--- src/rtl/ptw_pkg.sv ---
package ptw_pkg;
  localparam int unsigned WORD_W   = 32;
  localparam int unsigned TB_LSB   = 14;  // table base alignment
  localparam int unsigned SECT_LSB = 20;  // section / L1 index low bit
  localparam int unsigned CRS_LSB  = 10;  // coarse table base low bit
  localparam int unsigned FINE_LSB = 12;  // fine table base low bit
  localparam int unsigned LRG_LSB  = 16;
  localparam int unsigned SML_LSB  = 12;
  localparam int unsigned TINY_LSB = 10;
  localparam int unsigned DOM_LSB  = 5;
  localparam int unsigned DOM_W    = 4;
  localparam int unsigned ATTR_LSB = 2;
  localparam int unsigned ATTR_W   = 2;

  typedef enum logic [2:0] {
    ST_IDLE, ST_L1_REQ, ST_L1_WAIT, ST_L2_REQ, ST_L2_WAIT, ST_DONE
  } walk_state_e;

  typedef enum logic [1:0] {
    PG_SECTION = 2'd0, PG_LARGE = 2'd1, PG_SMALL = 2'd2, PG_TINY = 2'd3
  } page_kind_e;

  typedef struct packed {
    logic [WORD_W-1:0] pa;
    logic [ATTR_W-1:0] attr;
    page_kind_e        kind;
    logic              fault;
  } page_res_t;
endpackage

--- src/rtl/ptw_l1_decode.sv ---
module ptw_l1_decode
  import ptw_pkg::*;
(
  input  logic [WORD_W-1:0] desc_i,
  input  logic [WORD_W-1:0] va_i,
  input  logic              tiny_en_i,
  output logic              fault_o,
  output logic              section_o,
  output page_res_t         sect_o,
  output logic [DOM_W-1:0]  domain_o,
  output logic [WORD_W-1:0] l2_addr_o
);
  logic [1:0] ty;
  assign ty = desc_i[1:0];

  always_comb begin
    fault_o   = (ty == 2'd0) || (ty == 2'd3 && !tiny_en_i);
    section_o = (ty == 2'd2);
    domain_o  = desc_i[DOM_LSB +: DOM_W];
    sect_o.pa    = {desc_i[WORD_W-1:SECT_LSB], va_i[SECT_LSB-1:0]};
    sect_o.attr  = desc_i[ATTR_LSB +: ATTR_W];
    sect_o.kind  = PG_SECTION;
    sect_o.fault = 1'b0;
    if (ty == 2'd3)
      l2_addr_o = {desc_i[WORD_W-1:FINE_LSB], va_i[SECT_LSB-1:TINY_LSB], 2'b00};
    else
      l2_addr_o = {desc_i[WORD_W-1:CRS_LSB], va_i[SECT_LSB-1:SML_LSB], 2'b00};
  end
endmodule

--- src/rtl/ptw_l2_decode.sv ---
module ptw_l2_decode
  import ptw_pkg::*;
(
  input  logic [WORD_W-1:0] desc_i,
  input  logic [WORD_W-1:0] va_i,
  output page_res_t         res_o
);
  always_comb begin
    res_o.attr  = desc_i[ATTR_LSB +: ATTR_W];
    res_o.fault = 1'b0;
    unique case (desc_i[1:0])
      2'd1: begin
        res_o.pa   = {desc_i[WORD_W-1:LRG_LSB], va_i[LRG_LSB-1:0]};
        res_o.kind = PG_LARGE;
      end
      2'd2: begin
        res_o.pa   = {desc_i[WORD_W-1:SML_LSB], va_i[SML_LSB-1:0]};
        res_o.kind = PG_SMALL;
      end
      2'd3: begin
        res_o.pa   = {desc_i[WORD_W-1:TINY_LSB], va_i[TINY_LSB-1:0]};
        res_o.kind = PG_TINY;
      end
      default: begin
        res_o.pa    = '0;
        res_o.kind  = PG_SECTION;
        res_o.fault = 1'b1;
      end
    endcase
  end
endmodule

--- src/rtl/ptw_walker.sv ---
module ptw_walker
  import ptw_pkg::*;
(
  input  logic              clk_i,
  input  logic              rst_ni,
  input  logic              start_i,
  input  logic [WORD_W-1:0] vaddr_i,
  input  logic [WORD_W-1:0] tbase_i,
  input  logic              tiny_en_i,
  output logic              mem_req_o,
  output logic [WORD_W-1:0] mem_addr_o,
  input  logic              mem_gnt_i,
  input  logic              mem_rvalid_i,
  input  logic [WORD_W-1:0] mem_rdata_i,
  input  logic              mem_err_i,
  output logic              busy_o,
  output logic              done_o,
  output logic [WORD_W-1:0] paddr_o,
  output logic [ATTR_W-1:0] attr_o,
  output logic [DOM_W-1:0]  domain_o,
  output logic [1:0]        kind_o,
  output logic              xlat_fault_o,
  output logic              bus_fault_o
);
  walk_state_e state_q, state_d;
  logic [WORD_W-1:0] va_q, tb_q, l1_q;
  logic              tiny_q;

  logic [WORD_W-1:0] l1_desc, l1_addr, l2_addr;
  logic              l1_fault, l1_sect;
  logic [DOM_W-1:0]  l1_dom;
  page_res_t         sect_res, page_res;

  logic [WORD_W-1:0] pa_q;
  logic [ATTR_W-1:0] attr_q;
  logic [DOM_W-1:0]  dom_q;
  page_kind_e        kind_q;
  logic              xf_q, bf_q;

  // decode the live response during L1_WAIT, the stored descriptor afterwards
  assign l1_desc = (state_q == ST_L1_WAIT) ? mem_rdata_i : l1_q;
  assign l1_addr = {tb_q[WORD_W-1:TB_LSB], va_q[WORD_W-1:SECT_LSB], 2'b00};

  ptw_l1_decode i_l1_dec (
    .desc_i    (l1_desc),
    .va_i      (va_q),
    .tiny_en_i (tiny_q),
    .fault_o   (l1_fault),
    .section_o (l1_sect),
    .sect_o    (sect_res),
    .domain_o  (l1_dom),
    .l2_addr_o (l2_addr)
  );

  ptw_l2_decode i_l2_dec (
    .desc_i (mem_rdata_i),
    .va_i   (va_q),
    .res_o  (page_res)
  );

  always_comb begin
    state_d = state_q;
    unique case (state_q)
      ST_IDLE:    if (start_i) state_d = ST_L1_REQ;
      ST_L1_REQ:  if (mem_gnt_i) state_d = ST_L1_WAIT;
      ST_L1_WAIT: if (mem_rvalid_i) begin
        if (mem_err_i || l1_fault || l1_sect) state_d = ST_DONE;
        else                                  state_d = ST_L2_REQ;
      end
      ST_L2_REQ:  if (mem_gnt_i) state_d = ST_L2_WAIT;
      ST_L2_WAIT: if (mem_rvalid_i) state_d = ST_DONE;
      ST_DONE:    state_d = ST_IDLE;
      default:    state_d = ST_IDLE;
    endcase
  end

  always_ff @(posedge clk_i or negedge rst_ni) begin
    if (!rst_ni) begin
      state_q <= ST_IDLE;
      va_q    <= '0;
      tb_q    <= '0;
      tiny_q  <= 1'b0;
      l1_q    <= '0;
    end else begin
      state_q <= state_d;
      if (state_q == ST_IDLE && start_i) begin
        va_q   <= vaddr_i;
        tb_q   <= tbase_i;
        tiny_q <= tiny_en_i;
      end
      if (state_q == ST_L1_WAIT && mem_rvalid_i && !mem_err_i)
        l1_q <= mem_rdata_i;
    end
  end

  always_ff @(posedge clk_i or negedge rst_ni) begin
    if (!rst_ni) begin
      pa_q   <= '0;
      attr_q <= '0;
      dom_q  <= '0;
      kind_q <= PG_SECTION;
      xf_q   <= 1'b0;
      bf_q   <= 1'b0;
    end else if (mem_rvalid_i && state_q == ST_L1_WAIT) begin
      if (mem_err_i) begin
        pa_q <= '0; attr_q <= '0; kind_q <= PG_SECTION; dom_q <= '0;
        xf_q <= 1'b0; bf_q <= 1'b1;
      end else if (l1_fault) begin
        pa_q <= '0; attr_q <= '0; kind_q <= PG_SECTION; dom_q <= l1_dom;
        xf_q <= 1'b1; bf_q <= 1'b0;
      end else if (l1_sect) begin
        pa_q <= sect_res.pa; attr_q <= sect_res.attr; kind_q <= sect_res.kind;
        dom_q <= l1_dom; xf_q <= 1'b0; bf_q <= 1'b0;
      end
    end else if (mem_rvalid_i && state_q == ST_L2_WAIT) begin
      dom_q <= l1_dom;
      if (mem_err_i || page_res.fault) begin
        pa_q <= '0; attr_q <= '0; kind_q <= PG_SECTION;
        xf_q <= !mem_err_i; bf_q <= mem_err_i;
      end else begin
        pa_q <= page_res.pa; attr_q <= page_res.attr; kind_q <= page_res.kind;
        xf_q <= 1'b0; bf_q <= 1'b0;
      end
    end
  end

  assign mem_req_o    = (state_q == ST_L1_REQ) || (state_q == ST_L2_REQ);
  assign mem_addr_o   = (state_q == ST_L2_REQ) ? l2_addr : l1_addr;
  assign busy_o       = (state_q != ST_IDLE);
  assign done_o       = (state_q == ST_DONE);
  assign paddr_o      = pa_q;
  assign attr_o       = attr_q;
  assign domain_o     = dom_q;
  assign kind_o       = kind_q;
  assign xlat_fault_o = xf_q;
  assign bus_fault_o  = bf_q;
endmodule

--- config.mk ---
export PLATFORM = sky130hd
export DESIGN_NAME = ptw_walker
export DESIGN_NICKNAME = d
export VERILOG_FILES = /design/src/rtl/ptw_pkg.sv /design/src/rtl/ptw_l1_decode.sv /design/src/rtl/ptw_l2_decode.sv /design/src/rtl/ptw_walker.sv
export SDC_FILE = /design/constraint.sdc
export NUM_CORES = 1
export LEC_CHECK = 0
export BUFFER_PORTS_ARGS = -buffer_cell sky130_fd_sc_hd__buf_2
export CORE_UTILIZATION = 46
export DETAILED_ROUTE_END_ITERATION = 10
export PLACE_DENSITY = 0.82
export SYNTH_ARGS = -nofsm -noshare
export SYNTH_HDL_FRONTEND = slang
export SYNTH_SLANG_ARGS = --single-unit
--- constraint.sdc ---
create_clock -name clk_i -period 2 [get_ports clk_i]
set_clock_uncertainty 0.2 [all_clocks]
set_input_delay 0.1 -clock clk_i [delete_from_list [all_inputs] [get_ports clk_i]]
set_output_delay 0.1 -clock clk_i [all_outputs]
set_load 0.02 [all_outputs]
==> results.py, run 1 <==
metrics = {
    "outcome": {
        "outcome": "complete, but fails checks",
        "failed_checks": "design-rule violations, negative setup slack",
    },
    "placed_design": {
        "dp_hpwl_mm": 9.64,
        "place_inst": 717,
        "gp_congestion": 0.883,
        "port-buffer-count": 161,
    },
    "job": {
        "max-cap-violations": 0,
    },
    "synth": {
        "synth_area_leaders": "dfrtp_1, mux2_2, a22o_1, mux2i_1, nand2_1",
        "synthDistinctLibCells": 41,
        "synthesis.area_per_instance_sq_um": 13.1,
        "cell_count_after_synthesis": 421,
        "most_common_flop_cell_mapped_by_yosys": "dfrtp_1",
        "synth_area_leader_cell": "dfrtp_1",
        "synth-warning-count": 0,
        "syn_area_sq_um": 5510,
        "synth_edf_count": 0,
        "ys_seq_elements": 124,
        "synth-async-reset-ratio": 1.00,
        "synthDominantCellAreaShare": 0.563,
        "synth.yosys.seq_area_share": 0.563,
    },
    "detailed_routing": {
        "ant_nets": 0,
        "met1_length_mm": 7.90,
        "routedWlPerCell_microns": 23.9,
        "detailroute.wirelength.met2_mm": 10.7,
        "wl_mm": 20.8,
        "routed_via_density": 5.74,
        "route.detailed.drc": 12,
        "wl_met3_mm": 1.35,
        "drt-initial-drc-count": 361,
        "routed.top_layer": "met4",
        "via_count": 5000,
        "drt_pre_antenna_iters": 8,
    },
    "worst_setup_path": {
        "critical_path_class": "flip-flop to output pin",
        "crit_path_end_kind": "output pin",
        "crit_path_max_fanout": 5,
        "critical_path_arrival_ns": 2.20,
        "crit_required_ns": 1.70,
        "critPathLaunchType": "flip-flop",
    },
    "global_route": {
        "grt_start_max_net_pins": 61,
        "groute.usage.overall": 0.311,
        "number_of_antenna_violations_at_the_first_check_in_global_routing": 0,
        "global_route.overflow_total": 0,
        "vias_in_the_first_global_route": 5319,
        "grt_pass1_wl_mm": 28.7,
    },
    "sta": {
        "report.final.setup_viol": 152,
        "timing.max_slew.rel_slack": 0.626,
        "hold_viol": 0,
        "max_slew.worst_pin.slew_ns": 0.559,
        "final.min_clock_period_ns": 2.50,
        "fin_hold_ws_ns": 0.0386,
        "maxSlewViolCount": 0,
        "final.setup.worst_slack_ns": -0.502,
        "max_clock_freq_mhz": 400,
        "period_share": 1.25,
        "setup_total_negative_slack_ns": -43.84,
        "grt_setup_unrepaired": "true",
    },
    "floorplanning": {
        "die_width_microns": 111,
        "design.portCount": 180,
        "design.core.area_sq_um": 11600,
        "vert_die_dim_microns": 111,
        "initial_core_util": 0.476,
        "die_area_sq_um": 12400,
        "std_cell_rows": 39,
    },
    "finish": {
        "leading_cell_type_in_the_layout_fill_and_taps_excluded": "buf_2",
        "final_cell_count_no_fill": 871,
        "utilization": 0.799,
        "area_of_combinational_cells_with_multiple_inputs_sq_um": 2740,
        "fillCellCount": 609,
        "final_cell_mix": "buf_2, dfrtp_1, dlygate4sd3_1",
        "final_layout_size_suffix_gt1_frac": 0.532,
        "num-nets-final": 820,
        "syn_to_final_growth_pct": 67.8,
        "antenna_diode_count": 0,
        "seqCellArea_sq_um": 3110,
    },
    "clock_network": {
        "cts_max_level": 4,
        "clock_sink_count": 124,
        "max-clock-path-buffers": 2,
        "tritoncts": "done",
        "clock_latency_ns": 0.42,
        "cts_buffers": 17,
        "worst_path_clk_slew_ns": 0.05,
        "clock_tree.root_cell": "clkbuf_16",
    },
    "pwr": {
        "power.share.sequential": 0.302,
        "cellLeakagePower_uw": 0.00447,
        "internal_power_uw": 9670,
        "pwr_density_cell_nw_per_um2": 1680,
        "irDropWorstVdd_uv": 942,
        "switching_share": 0.376,
        "total_switching_power_uw": 5840,
        "pwr-share-comb": 0.526,
        "clkPwrFrac": 0.172,
    },
    "worst_hold_path": {
        "hold_class": "primary input to asynchronous set/reset pin",
    },
}
Yosys cell counts (all sizes together), types with 2 or more instances:
library cell  number
nand2b             4
mux2i             18
nand2             34
buf               21
a22oi              6
nor2b              3
nor2               6
a22o              30
inv                4
a21oi              3
o21ai             29
nor4               2
a32oi              4
nor3b              2
mux2             103
a31oi              2
dfrtp            124
clkbuf            10
kinds of logic after synthesis:
kind of cell / synth area share
AOI/OAI and AO/OA: 0.101
xor gates and xnor gates: 0.00159
buffers and inverters: 0.0338
DFF: 0.563
muxes: 0.243
other: 0.000681
and+or+nand+nor: 0.0563
sequential cells by signal (all words and copies together) (netlist names):
name / count
bus_fault_o: 1
domain_o: 4
tiny_q: 1
l1_q: 28
va_q: 32
attr_o: 2
kind_o: 2
paddr_o: 32
xlat_fault_o: 1
state_q: 3
tb_q: 18
worst paths after layout:
kind / startpoint / to / slack, ns / depth (start not counted)
worst max-delay path: state_q[0] / mem_addr_o[5] / -0.50 / 6
worst min-delay path: rst_ni / l1_q[24] / 0.04 / 3
worst max register to register: state_q[0] / paddr_o[25] / -0.43 / 9
worst min register to register: domain_o[0] / domain_o[0] / 0.28 / 2
max in group asynchronous: rst_ni / state_q[2] / 1.22 / 3
min in group clk_i: mem_rdata_i[1] / state_q[1] / 0.08 / 5
repair_timing:
| action | 4_1_cts | 5_1_grt |
|---|---|---|
| hold buffers | 87 | 0 |
| pin swaps | 13 | 15 |
| hold endpoints to repair | 236 | 0 |
| buffers inserted | 12 | 8 |
| gates resized for setup | 81 | 116 |
| setup endpoints to repair | 93 | 152 |
| cloned | 9 | 9 |
routing by layer:
layer  track usage  vias to the layer above
li1              -                     2122
met1         0.356                     2546
met2         0.528                      253
met3        0.0849                       79
met4         0.178                        0
met5             0                        -
through the flow:
step	cell area [sq um]	total power (uW)	setup WS [ns]
after global routing	9240	16100	-0.594
final	9240	15500	-0.502
after global placement	6590	9620	-0.000625
after floorplan	5530	8080	-0.0676
after CTS	8580	13900	-0.394
after detailed placement	6590	9880	-0.0695
power by group through the flow:
stage                     Sequential, uW  Combinational [uW]  Clock (uW)
final                               4680                8150        2670
after global routing                4800                8500        2810
after CTS                           4520                6670        2690
after detailed placement            4560                5330           0
after global placement              4450                5170           0
after floorplan                     4730                3350           0
cell type report:
cell class	instances	area share
well taps	143	0.0194
multi-input cells	263	0.296
inverters	4	0.00162
repair buffers	307	0.293
flip-flops and latches	124	0.336
clock buffers	21	0.0487
clock inverters	9	0.00541
critical path: stages, from the launching register on:
cell and delay (ns):
dfrtp_2 0.44, nor3b_4 0.31, mux2i_4 0.34, buf_6 0.20
mux2i_2 0.27, o21ai_2 0.10, buf_6 0.13
(Power assumes the default switching activity.)
==> run 2, diff against run 1 <==
--- a/config.mk
+++ b/config.mk
@@ -6,6 +6,7 @@
 export NUM_CORES = 1
 export LEC_CHECK = 0
 export BUFFER_PORTS_ARGS = -buffer_cell sky130_fd_sc_hd__buf_2
+export CORE_MARGIN = 4
 export CORE_UTILIZATION = 46
 export DETAILED_ROUTE_END_ITERATION = 10
 export PLACE_DENSITY = 0.82
==> run 2 against run 1 <==
  * The run ends with negative setup slack left
  * Non-clock buffer count up 7
  * Clock power up 5%
  * First-iteration DRC count up 61%
  * Via count up 1.7%
  * Global-route usage down 2.4 points
  * Total power up 3.7%
  * Cell count up 1.1%
  * Largest power group unchanged
  * Critical path depth unchanged
  * Combinational power up 5.2%
  * Critical path type unchanged
==> results.py, run 2 (synthesized netlist as in run 1, its figures left out) <==
metrics = {
    "floorplanning": {
        "design.portCount": 180,
        "initial_core_util": 0.476,
        "std_cell_rows": 39,
        "die_area_sq_um": 13800,
        "die_width_microns": 117,
        "design.core.area_sq_um": 11600,
        "vert_die_dim_microns": 117,
    },
    "placed_design": {
        "gp_congestion": 0.819,
        "dp_hpwl_mm": 10.0,
        "port-buffer-count": 161,
        "place_inst": 720,
        "dp_worst_setup_slack_ns": -0.0823,
    },
    "sta": {
        "maxSlewViolCount": 0,
        "period_share": 1.24,
        "timing.max_slew.rel_slack": 0.566,
        "hold_viol": 0,
        "max_slew.worst_pin.slew_ns": 0.650,
        "max_clock_freq_mhz": 402,
        "grt_setup_unrepaired": "true",
        "setup_total_negative_slack_ns": -44.51,
        "fin_hold_ws_ns": 0.0282,
        "final.setup.worst_slack_ns": -0.489,
        "report.final.setup_viol": 153,
        "final.min_clock_period_ns": 2.49,
    },
    "pwr": {
        "irDropWorstVdd_uv": 1030,
        "pwr_density_cell_nw_per_um2": 1720,
        "cellLeakagePower_uw": 0.00457,
    },
    "clock_network": {
        "max-clock-path-buffers": 2,
        "clock_tree.root_cell": "clkbuf_16",
        "clock_sink_count": 124,
        "tritoncts": "done",
        "clock_latency_ns": 0.42,
        "cts_buffers": 17,
        "worst_path_clk_slew_ns": 0.06,
        "cts_max_level": 4,
    },
    "global_route": {
        "global_route.overflow_total": 0,
        "number_of_antenna_violations_at_the_first_check_in_global_routing": 1,
        "grt_pass1_wl_mm": 30.7,
        "groute.usage.overall": 0.287,
        "grt_start_max_net_pins": 54,
        "vias_in_the_first_global_route": 5521,
    },
    "finish": {
        "syn_to_final_growth_pct": 69.7,
        "num-nets-final": 827,
        "final_cell_mix": "buf_2, dfrtp_1, mux2_4",
        "leading_cell_type_in_the_layout_fill_and_taps_excluded": "buf_2",
        "final_layout_size_suffix_gt1_frac": 0.529,
        "final_cell_count_no_fill": 881,
    },
    "worst_setup_path": {
        "crit_required_ns": 1.70,
        "critical_path_arrival_ns": 2.19,
        "critical_path_class": "flip-flop to output pin",
        "rrSetupSlack_ns": -0.44,
        "crit_path_end_kind": "output pin",
        "longest_individual_stage_delay_on_the_worst_path_ns": 0.44,
        "crit-reg2reg-capture": "paddr_o[23]",
        "critPathLaunchType": "flip-flop",
        "slowest_stage": "dfrtp_2",
        "crit_path_max_fanout": 5,
        "worst_r2r_path_depth": 9,
        "reg2reg_from": "state_q[0]",
        "crit_chain": "nor3b_4 -> mux2i_2 -> buf_6 -> mux2i_1 -> o21ai_1 -> buf_2",
    },
    "detailed_routing": {
        "drt_pre_antenna_iters": 5,
        "routed_via_density": 5.77,
        "route.detailed.drc": 0,
        "via_count": 5086,
        "drt-initial-drc-count": 583,
        "ant_nets": 0,
        "routedWlPerCell_microns": 24.4,
        "wl_mm": 21.5,
    },
    "job": {
        "max-cap-violations": 0,
    },
    "outcome": {
        "outcome": "complete, but fails checks",
        "failed_checks": "negative setup slack",
    },
    "worst_hold_path": {
        "hold_class": "primary input to asynchronous set/reset pin",
    },
}
run 2: cell count changes in the layout (fill, tap and decap cells not counted), moves of 4 or more:
cell | previous run | this run
mux2_4 | 81 | 95
buf_2 | 146 | 137
clkinv_2 | 7 | 3
buf_4 | 20 | 27
mux2_2 | 22 | 8
buf_12 | 12 | 16
buf_6 | 25 | 38
run 2: cell type report:
cell class | instances | area, sq um
antenna | 2 | 5.00
clock buffer | 25 | 495
clock inverter | 6 | 37.5
fill | 603 | 2220
inverter | 4 | 15.0
multi-input combinational | 263 | 2740
sequential | 124 | 3110
tap | 143 | 179
timing repair buffer | 314 | 2770
run 2: what timing repair did:
item | in CTS | in global routing
endpoints found under the hold margin | 236 | 0
gates cloned | 9 | 8
pin swaps | 10 | 12
buffers inserted | 20 | 10
setup endpoints to repair | 66 | 151
hold buffers | 87 | 0
gates resized for setup | 142 | 77
run 2: how the worst max path moves through the flow:
stage	startpoint	endpoint	slack, ns	cells after the start
2_1_floorplan	state_q[0]	mem_addr_o[4]	-0.07	7
3_3_place_gp	state_q[1]	mem_addr_o[11]	-0.0006	6
3_5_place_dp	state_q[1]	mem_addr_o[10]	-0.08	6
4_1_cts	state_q[0]	mem_addr_o[7]	-0.41	6
5_1_grt	state_q[0]	mem_addr_o[2]	-0.54	6
6_report	state_q[0]	mem_addr_o[8]	-0.49	6
run 2: metrics by stage:
| step | power [uW] | area [sq um] | utilization |
|---|---|---|---|
| after floorplan | 8080 | 5530 | - |
| after global placement | 9770 | 6670 | 0.577 |
| after detailed placement | 10000 | 6670 | 0.577 |
| after CTS | 14800 | 8980 | 0.776 |
| after global routing | 16600 | 9350 | 0.808 |
| final | 16100 | 9350 | 0.808 |
run 2: power by group:
group	internal [uW]	leakage (uW)	switching, uW	total (uW)
logic	4650	0.00278	3920	8570
registers	3750	0.00154	943	4690
clock network	1700	0.000255	1120	2810
total	10100	0.00457	5970	16100
run 2: critical path, delay by kind of cell, from the launching register on:
family | cells | cell delay, ns
compound gates | 1 | 0.12
buf+inv | 2 | 0.38
flops | 1 | 0.44
mux | 2 | 0.59
simple gates | 1 | 0.24
run 2: routing by layer:
layer / GRT usage / up-vias / part of all wire
li1: - / 2138 / -
met1: 0.322 / 2590 / 0.38
met2: 0.502 / 267 / 0.52
met3: 0.0746 / 91 / 0.058
met4: 0.148 / 0 / 0.049
met5: 0 / - / 0
